$ cat src/rtl/rat_pkg.sv
package rat_pkg;
  typedef enum logic [1:0] {
    ACT_ZERO  = 2'd0,
    ACT_REUSE = 2'd1,
    ACT_ALLOC = 2'd2
  } rat_act_e;
endpackage

$ cat src/rtl/rat_map_table.sv
module rat_map_table #(
  parameter int NUM_ARCH = 32,
  parameter int NUM_PHYS = 64,
  localparam int AW = $clog2(NUM_ARCH),
  localparam int PW = $clog2(NUM_PHYS)
) (
  input  logic          clk_i,
  input  logic          rst_ni,
  input  logic [AW-1:0] rd_idx_i,
  output logic [PW-1:0] rd_tag_o,
  input  logic          wr_en_i,
  input  logic [AW-1:0] wr_idx_i,
  input  logic [PW-1:0] wr_tag_i
);
  logic [PW-1:0] map_q [NUM_ARCH];

  assign rd_tag_o = map_q[rd_idx_i];

  always_ff @(posedge clk_i or negedge rst_ni) begin
    if (!rst_ni) begin
      for (int i = 0; i < NUM_ARCH; i++) map_q[i] <= PW'(i);
    end else if (wr_en_i) begin
      map_q[wr_idx_i] <= wr_tag_i;
    end
  end
endmodule

$ cat src/rtl/rat_free_fifo.sv
module rat_free_fifo #(
  parameter int NUM_ARCH = 32,
  parameter int NUM_PHYS = 64,
  localparam int PW    = $clog2(NUM_PHYS),
  localparam int CW    = $clog2(NUM_PHYS + 1),
  localparam int FREE0 = NUM_PHYS - NUM_ARCH
) (
  input  logic          clk_i,
  input  logic          rst_ni,
  input  logic          pop_i,
  input  logic          push_i,
  input  logic [PW-1:0] push_tag_i,
  output logic [PW-1:0] head_o,
  output logic          empty_o,
  output logic [CW-1:0] count_o
);
  logic [PW-1:0] mem_q [NUM_PHYS];
  logic [PW-1:0] rd_q, wr_q;
  logic [CW-1:0] cnt_q;
  logic          push_ok, pop_ok;

  function automatic logic [PW-1:0] nxt(input logic [PW-1:0] p);
    return (int'(p) == NUM_PHYS - 1) ? '0 : p + 1'b1;
  endfunction

  assign empty_o = (cnt_q == '0);
  assign head_o  = mem_q[rd_q];
  assign count_o = cnt_q;
  assign pop_ok  = pop_i && !empty_o;
  assign push_ok = push_i && (int'(cnt_q) < NUM_PHYS);

  always_ff @(posedge clk_i or negedge rst_ni) begin
    if (!rst_ni) begin
      for (int i = 0; i < NUM_PHYS; i++)
        mem_q[i] <= (i < FREE0) ? PW'(i + NUM_ARCH) : '0;
      rd_q  <= '0;
      wr_q  <= PW'(FREE0 % NUM_PHYS);
      cnt_q <= CW'(FREE0);
    end else begin
      if (push_ok) begin
        mem_q[wr_q] <= push_tag_i;
        wr_q        <= nxt(wr_q);
      end
      if (pop_ok) rd_q <= nxt(rd_q);
      cnt_q <= cnt_q + CW'(push_ok) - CW'(pop_ok);
    end
  end
endmodule

$ cat src/rtl/rat_pin_ctrs.sv
module rat_pin_ctrs #(
  parameter int NUM_PHYS = 64,
  parameter int PIN_W    = 4,
  localparam int PW = $clog2(NUM_PHYS)
) (
  input  logic             clk_i,
  input  logic             rst_ni,
  input  logic             ld_en_i,
  input  logic [PW-1:0]    ld_tag_i,
  input  logic [PIN_W-1:0] ld_val_i,
  input  logic             dec_en_i,
  input  logic [PW-1:0]    dec_tag_i,
  input  logic [PW-1:0]    rd_tag_i,
  output logic [PIN_W-1:0] rd_left_o,
  input  logic [PW-1:0]    qry_tag_i,
  output logic [PIN_W-1:0] qry_left_o,
  output logic [PIN_W:0]   qry_cmp_o
);
  logic [PIN_W-1:0] left_q [NUM_PHYS];
  logic [PIN_W:0]   cmp_q  [NUM_PHYS];

  assign rd_left_o  = left_q[rd_tag_i];
  assign qry_left_o = left_q[qry_tag_i];
  assign qry_cmp_o  = cmp_q[qry_tag_i];

  for (genvar g = 0; g < NUM_PHYS; g++) begin : g_ctr
    always_ff @(posedge clk_i or negedge rst_ni) begin
      if (!rst_ni) begin
        left_q[g] <= '0;
        cmp_q[g]  <= '0;
      end else if (ld_en_i && int'(ld_tag_i) == g) begin
        left_q[g] <= ld_val_i;
        cmp_q[g]  <= {1'b0, ld_val_i} + 1'b1;
      end else if (dec_en_i && int'(dec_tag_i) == g && left_q[g] != '0) begin
        left_q[g] <= left_q[g] - 1'b1;
      end
    end
  end
endmodule

$ cat src/rtl/rename_pin_map.sv
module rename_pin_map
  import rat_pkg::*;
#(
  parameter int NUM_ARCH  = 32,
  parameter int NUM_PHYS  = 64,
  parameter int PIN_W     = 4,
  parameter int ZERO_ARCH = 0,
  localparam int AW = $clog2(NUM_ARCH),
  localparam int PW = $clog2(NUM_PHYS),
  localparam int CW = $clog2(NUM_PHYS + 1)
) (
  input  logic             clk_i,
  input  logic             rst_ni,
  input  logic             req_valid_i,
  input  logic [AW-1:0]    req_arch_i,
  input  logic [PIN_W-1:0] req_pin_i,
  output logic             req_ready_o,
  output logic [PW-1:0]    new_tag_o,
  output logic [PW-1:0]    prev_tag_o,
  output logic             pin_err_o,
  input  logic             rel_valid_i,
  input  logic [PW-1:0]    rel_tag_i,
  input  logic [PW-1:0]    qry_tag_i,
  output logic [PIN_W-1:0] qry_left_o,
  output logic [PIN_W:0]   qry_cmp_o
);
  rat_act_e         act;
  logic [PW-1:0]    prev_tag, fl_head;
  logic [PIN_W-1:0] prev_left;
  logic             fl_empty, fire, do_alloc, do_reuse;
  logic [CW-1:0]    fl_count;

  always_comb begin
    if (int'(req_arch_i) == ZERO_ARCH) act = ACT_ZERO;
    else if (prev_left != '0)          act = ACT_REUSE;
    else                               act = ACT_ALLOC;
  end

  assign req_ready_o = !(act == ACT_ALLOC && fl_empty);
  assign fire        = req_valid_i && req_ready_o;
  assign do_alloc    = fire && act == ACT_ALLOC;
  assign do_reuse    = fire && act == ACT_REUSE;
  assign prev_tag_o  = prev_tag;
  assign new_tag_o   = (act == ACT_ALLOC) ? fl_head : prev_tag;
  assign pin_err_o   = do_reuse && req_pin_i != '0;

  rat_map_table #(.NUM_ARCH(NUM_ARCH), .NUM_PHYS(NUM_PHYS)) i_map (
    .clk_i    (clk_i),
    .rst_ni   (rst_ni),
    .rd_idx_i (req_arch_i),
    .rd_tag_o (prev_tag),
    .wr_en_i  (do_alloc),
    .wr_idx_i (req_arch_i),
    .wr_tag_i (fl_head)
  );

  rat_free_fifo #(.NUM_ARCH(NUM_ARCH), .NUM_PHYS(NUM_PHYS)) i_free (
    .clk_i      (clk_i),
    .rst_ni     (rst_ni),
    .pop_i      (do_alloc),
    .push_i     (rel_valid_i),
    .push_tag_i (rel_tag_i),
    .head_o     (fl_head),
    .empty_o    (fl_empty),
    .count_o    (fl_count)
  );

  rat_pin_ctrs #(.NUM_PHYS(NUM_PHYS), .PIN_W(PIN_W)) i_pin (
    .clk_i      (clk_i),
    .rst_ni     (rst_ni),
    .ld_en_i    (do_alloc),
    .ld_tag_i   (fl_head),
    .ld_val_i   (req_pin_i),
    .dec_en_i   (do_reuse),
    .dec_tag_i  (prev_tag),
    .rd_tag_i   (prev_tag),
    .rd_left_o  (prev_left),
    .qry_tag_i  (qry_tag_i),
    .qry_left_o (qry_left_o),
    .qry_cmp_o  (qry_cmp_o)
  );
endmodule

$ cat config.mk
export PLATFORM = sky130hd
export DESIGN_NAME = rename_pin_map
export DESIGN_NICKNAME = d
export VERILOG_FILES = /design/src/rtl/rat_pkg.sv /design/src/rtl/rat_map_table.sv /design/src/rtl/rat_free_fifo.sv /design/src/rtl/rat_pin_ctrs.sv /design/src/rtl/rename_pin_map.sv
export SDC_FILE = /design/constraint.sdc
export NUM_CORES = 2
export LEC_CHECK = 0
export BUFFER_PORTS_ARGS = -buffer_cell sky130_fd_sc_hd__buf_2
export CAP_MARGIN = 20
export CORE_ASPECT_RATIO = 1.75
export CORE_MARGIN = 5
export CORE_UTILIZATION = 24
export DETAILED_ROUTE_END_ITERATION = 6
export GPL_TIMING_DRIVEN = 0
export PLACE_DENSITY = 0.34
export SLEW_MARGIN = 30
export SYNTH_ARGS = -nofsm -noshare
export SYNTH_HDL_FRONTEND = slang
export SYNTH_SLANG_ARGS = --single-unit
export TNS_END_PERCENT = 20
$ cat constraint.sdc
create_clock -name clk_i -period 18.2 [get_ports clk_i]
set_clock_uncertainty 0.15 [all_clocks]
set_input_delay 3.64 -clock clk_i [delete_from_list [all_inputs] [get_ports clk_i]]
set_output_delay 3.64 -clock clk_i [all_outputs]
set_load 0.03 [all_outputs]
==> flow_metrics.py <==
metrics = {
    "yosys": {
        "synth_area_sq_um": 63210,
        "synth.distinct_cells": 107,
        "ys.flop_type": "dfrtp_1",
        "synth-edff-count": 0,
        "yosysTopAreaCellShare_pct": 38.68,
        "synth_top_cell_by_area": "dfrtp_1",
        "ys_ff_latch": 1171,
        "yosys_warnings": 0,
        "async_flop_share_pct": 100.0,
        "syn_area_per_cell_sq_um": 12.27,
        "synth_area_leaders": "dfrtp_1, mux2_2, mux4_2",
        "syn_inst": 5152,
        "syn_nets": 5255,
        "yosysSeqAreaShare_pct": 46.75,
    },
    "clock_tree": {
        "clkTransAtPathRegs_ns": 0.06,
        "cts_num_sinks": 1171,
        "post-cts-setup-buffers": 0,
        "cts_resized": 0,
        "root_buffer": "clkbuf_16",
        "cts_hold_buf": 0,
        "h-tree-depth": 4,
        "clk_path_buf_depth": 4,
        "numCtsBuffers": 146,
        "cts_tree": "yes",
        "clock_latency_ns": 0.87,
    },
    "die": {
        "rows": 249,
        "initial_core_util_pct": 24.07,
        "die_h_microns": 688.9,
        "fp.dieW_microns": 397.9,
        "coreArea_sq_um": 262600,
        "ios": 48,
        "die_area_sq_um": 274100,
    },
    "setup_path": {
        "r2r_slack_ns": 9.58,
        "critPathMaxFanout": 10,
        "cp.arrival_ns": 11.59,
        "cp_num_buf_inv": 9,
        "worst_path_most_repeated_cell": "buf_2",
        "crit_type": "input pin to output pin",
        "startpoint_type": "input pin",
        "cp_top_family": "buffers and inverters",
        "crit_path_end_kind": "output pin",
        "cp_cell_sequence": "clkbuf_1, and4b_1, a22oi_1, and4_1, buf_4, nand2_4, inv_4, buf_2, buf_2, o21ai_0, o21ai_0, o2111ai_1, a2111oi_4, buf_2, buf_2, and3_1, clkbuf_1, nand2_1, o21ai_0, buf_2",
        "slowest_delay_ns": 0.85,
        "cp.required_ns": 14.41,
        "crit_slowest_cell": "a2111oi_4",
    },
    "pwr": {
        "ir_drop_mv": 0.1101,
        "powerDensity_nw_per_um2": 164.2,
        "p_leak_uw": 0.03194,
    },
    "timing": {
        "rsz0062_at_grt": "false",
        "period_share_pct": 84.50,
        "worstMarginPinSlew_ns": 1.160,
        "post-route-min-period_ns": 15.38,
        "fmax_ghz": 0.06502,
        "setup_viol_count_final": 0,
        "fin_setup_tns_ns": 0,
        "hold_violations": 0,
        "slew_viol_final": 0,
        "relSlewSlack_pct": 22.69,
    },
    "place": {
        "portBuffers": 31,
        "place_area_sq_um": 70390,
        "post-dp-hpwl_mm": 279.5,
        "place_congestion": 1.037,
    },
    "routing": {
        "post-route-drc-count": 0,
        "ant_nets": 0,
        "firstDrtPassIters": 6,
        "via_per_inst": 5.483,
        "finalWirelength_mm": 365.9,
        "vias": 49827,
        "wl_per_cell_microns": 40.27,
        "drt_iter0_drc": 4068,
    },
    "cells_and_area": {
        "seqCellArea_sq_um": 29550,
        "final_common_cell": "dfrtp_1",
        "final_area_sq_um": 75310,
        "layout_common_cells": "dfrtp_1, mux2_2, mux4_2",
        "fillCellCount": 27035,
        "syn2layout_area_growth_pct": 19.16,
        "multi_input_area_sq_um": 31600,
        "nNetsFinal": 5534,
        "drive_above_1_share_pct": 35.73,
    },
    "global_route": {
        "grt_pass1_wl_mm": 487.2,
        "grt_use_total_pct": 26.36,
        "grt_max_degree": 111,
        "antenna_found_initial": 50,
        "gr-total-overflow": 0,
        "grt_pass1_vias": 51671,
    },
    "worst_hold_path": {
        "hold_class": "register to register",
    },
    "run_status": {
        "outcome": "complete, no violations",
    },
    "flow_run": {
        "drv_cap": 0,
    },
}
==> routing by layer <==
metal	global-route usage (%)	wire length (microns)	vias to the layer above	share of wire (%)
li1	-	-	20057	-
met1	26.19	120200	26346	33
met2	46.41	185300	2293	51
met3	5.029	18920	1107	5.2
met4	23.83	41350	24	11
met5	0	158	-	0.043
==> kinds of logic (layout without fill, tap and decap cells) <==
family	Yosys count	count (layout)	synth area share (%)
compound gates	809	809	8.861
xor+xnor	22	22	0.3049
fa+ha+maj	78	78	1.556
buf+inv	602	986	3.937
flops	1171	1171	46.75
mux	1252	1252	27.99
other cells	0	37	0
simple gates	1218	1218	10.61
==> metrics by stage <==
step                util [%]  hold WS, ns  total power, uW  worst slack [ns]  std cells
finish                 28.68       0.3149            12370             2.821       9087
global route           28.66       0.3198            12700             2.954       9073
CTS                    28.61       0.3149            12270             3.286       9049
detailed placement     26.80       0.2979             9183             3.309       8796
global placement       25.80       0.2926             8929            -15.74       8697
floorplan                  -       0.2746             6389             6.563       5152
==> Yosys cell counts (16+ instances only) <==
master	count
a221oi_1	18
a311oi_1	19
mux2_1	98
nor3_1	137
inv_1	195
a211o_1	18
nor4_2	17
nor4_1	39
or3_1	38
mux2_2	695
a211oi_1	28
o211ai_1	62
buf_1	52
nor4_4	19
nor3b_1	18
a31oi_1	38
a22oi_1	38
nand3b_1	17
a21oi_1	168
o21ai_1	32
a2111oi_0	27
nand4_1	82
buf_2	67
mux2i_1	123
clkbuf_1	256
o21ai_0	139
nand3_1	98
and2_1	19
nor2_1	258
dfstp_2	194
dfrtp_1	977
and3_1	21
nand2b_1	17
o31ai_1	16
a221o_1	34
mux4_2	331
ha_1	77
nor2b_1	37
o22ai_1	28
nand2_1	310
==> power by group <==
group | total [uW] | switching (uW) | internal, uW
Combinational | 5410 | 3800 | 1610
Clock | 3020 | 1270 | 1750
Sequential | 3930 | 583 | 3350
Total | 12400 | 5650 | 6710
==> flip-flops by register name, indices dropped and copies added, names as in the netlist <==
name and cells:
i_free.mem_q 384, i_pin.cmp_q 320, i_pin.left_q 256, i_map.map_q 192, i_free.count_o 7, i_free.rd_q 6
i_free.wr_q 6
==> worst paths after layout <==
check	startpoint	end	cells after the start
hold reg to reg	i_map.map_q[189]$_DFFE_PN0P_	i_map.map_q[189]$_DFFE_PN0P_	1
setup reg to reg	i_map.map_q[169]$_DFFE_PN1P_	i_free.count_o[6]$_DFF_PN0_	26
max in group asynchronous	rst_ni	i_map.map_q[186]$_DFFE_PN0P_	7
setup / recovery	req_arch_i[1]	new_tag_o[1]	20
min in group asynchronous	rst_ni	i_free.mem_q[2]$_DFFE_PN0P_	1
hold / removal	i_map.map_q[189]$_DFFE_PN0P_	i_map.map_q[189]$_DFFE_PN0P_	1
==> layout make-up <==
type | count | area share (%)
multi-input combinational | 3379 | 41.95
sequential | 1171 | 39.23
tap | 3514 | 5.838
clock buffer | 207 | 5.698
timing repair buffer | 131 | 3.007
buffer | 400 | 2.532
inverter | 202 | 1.010
clock inverter | 46 | 0.6097
antenna | 37 | 0.1229
(Power assumes the default switching activity.)
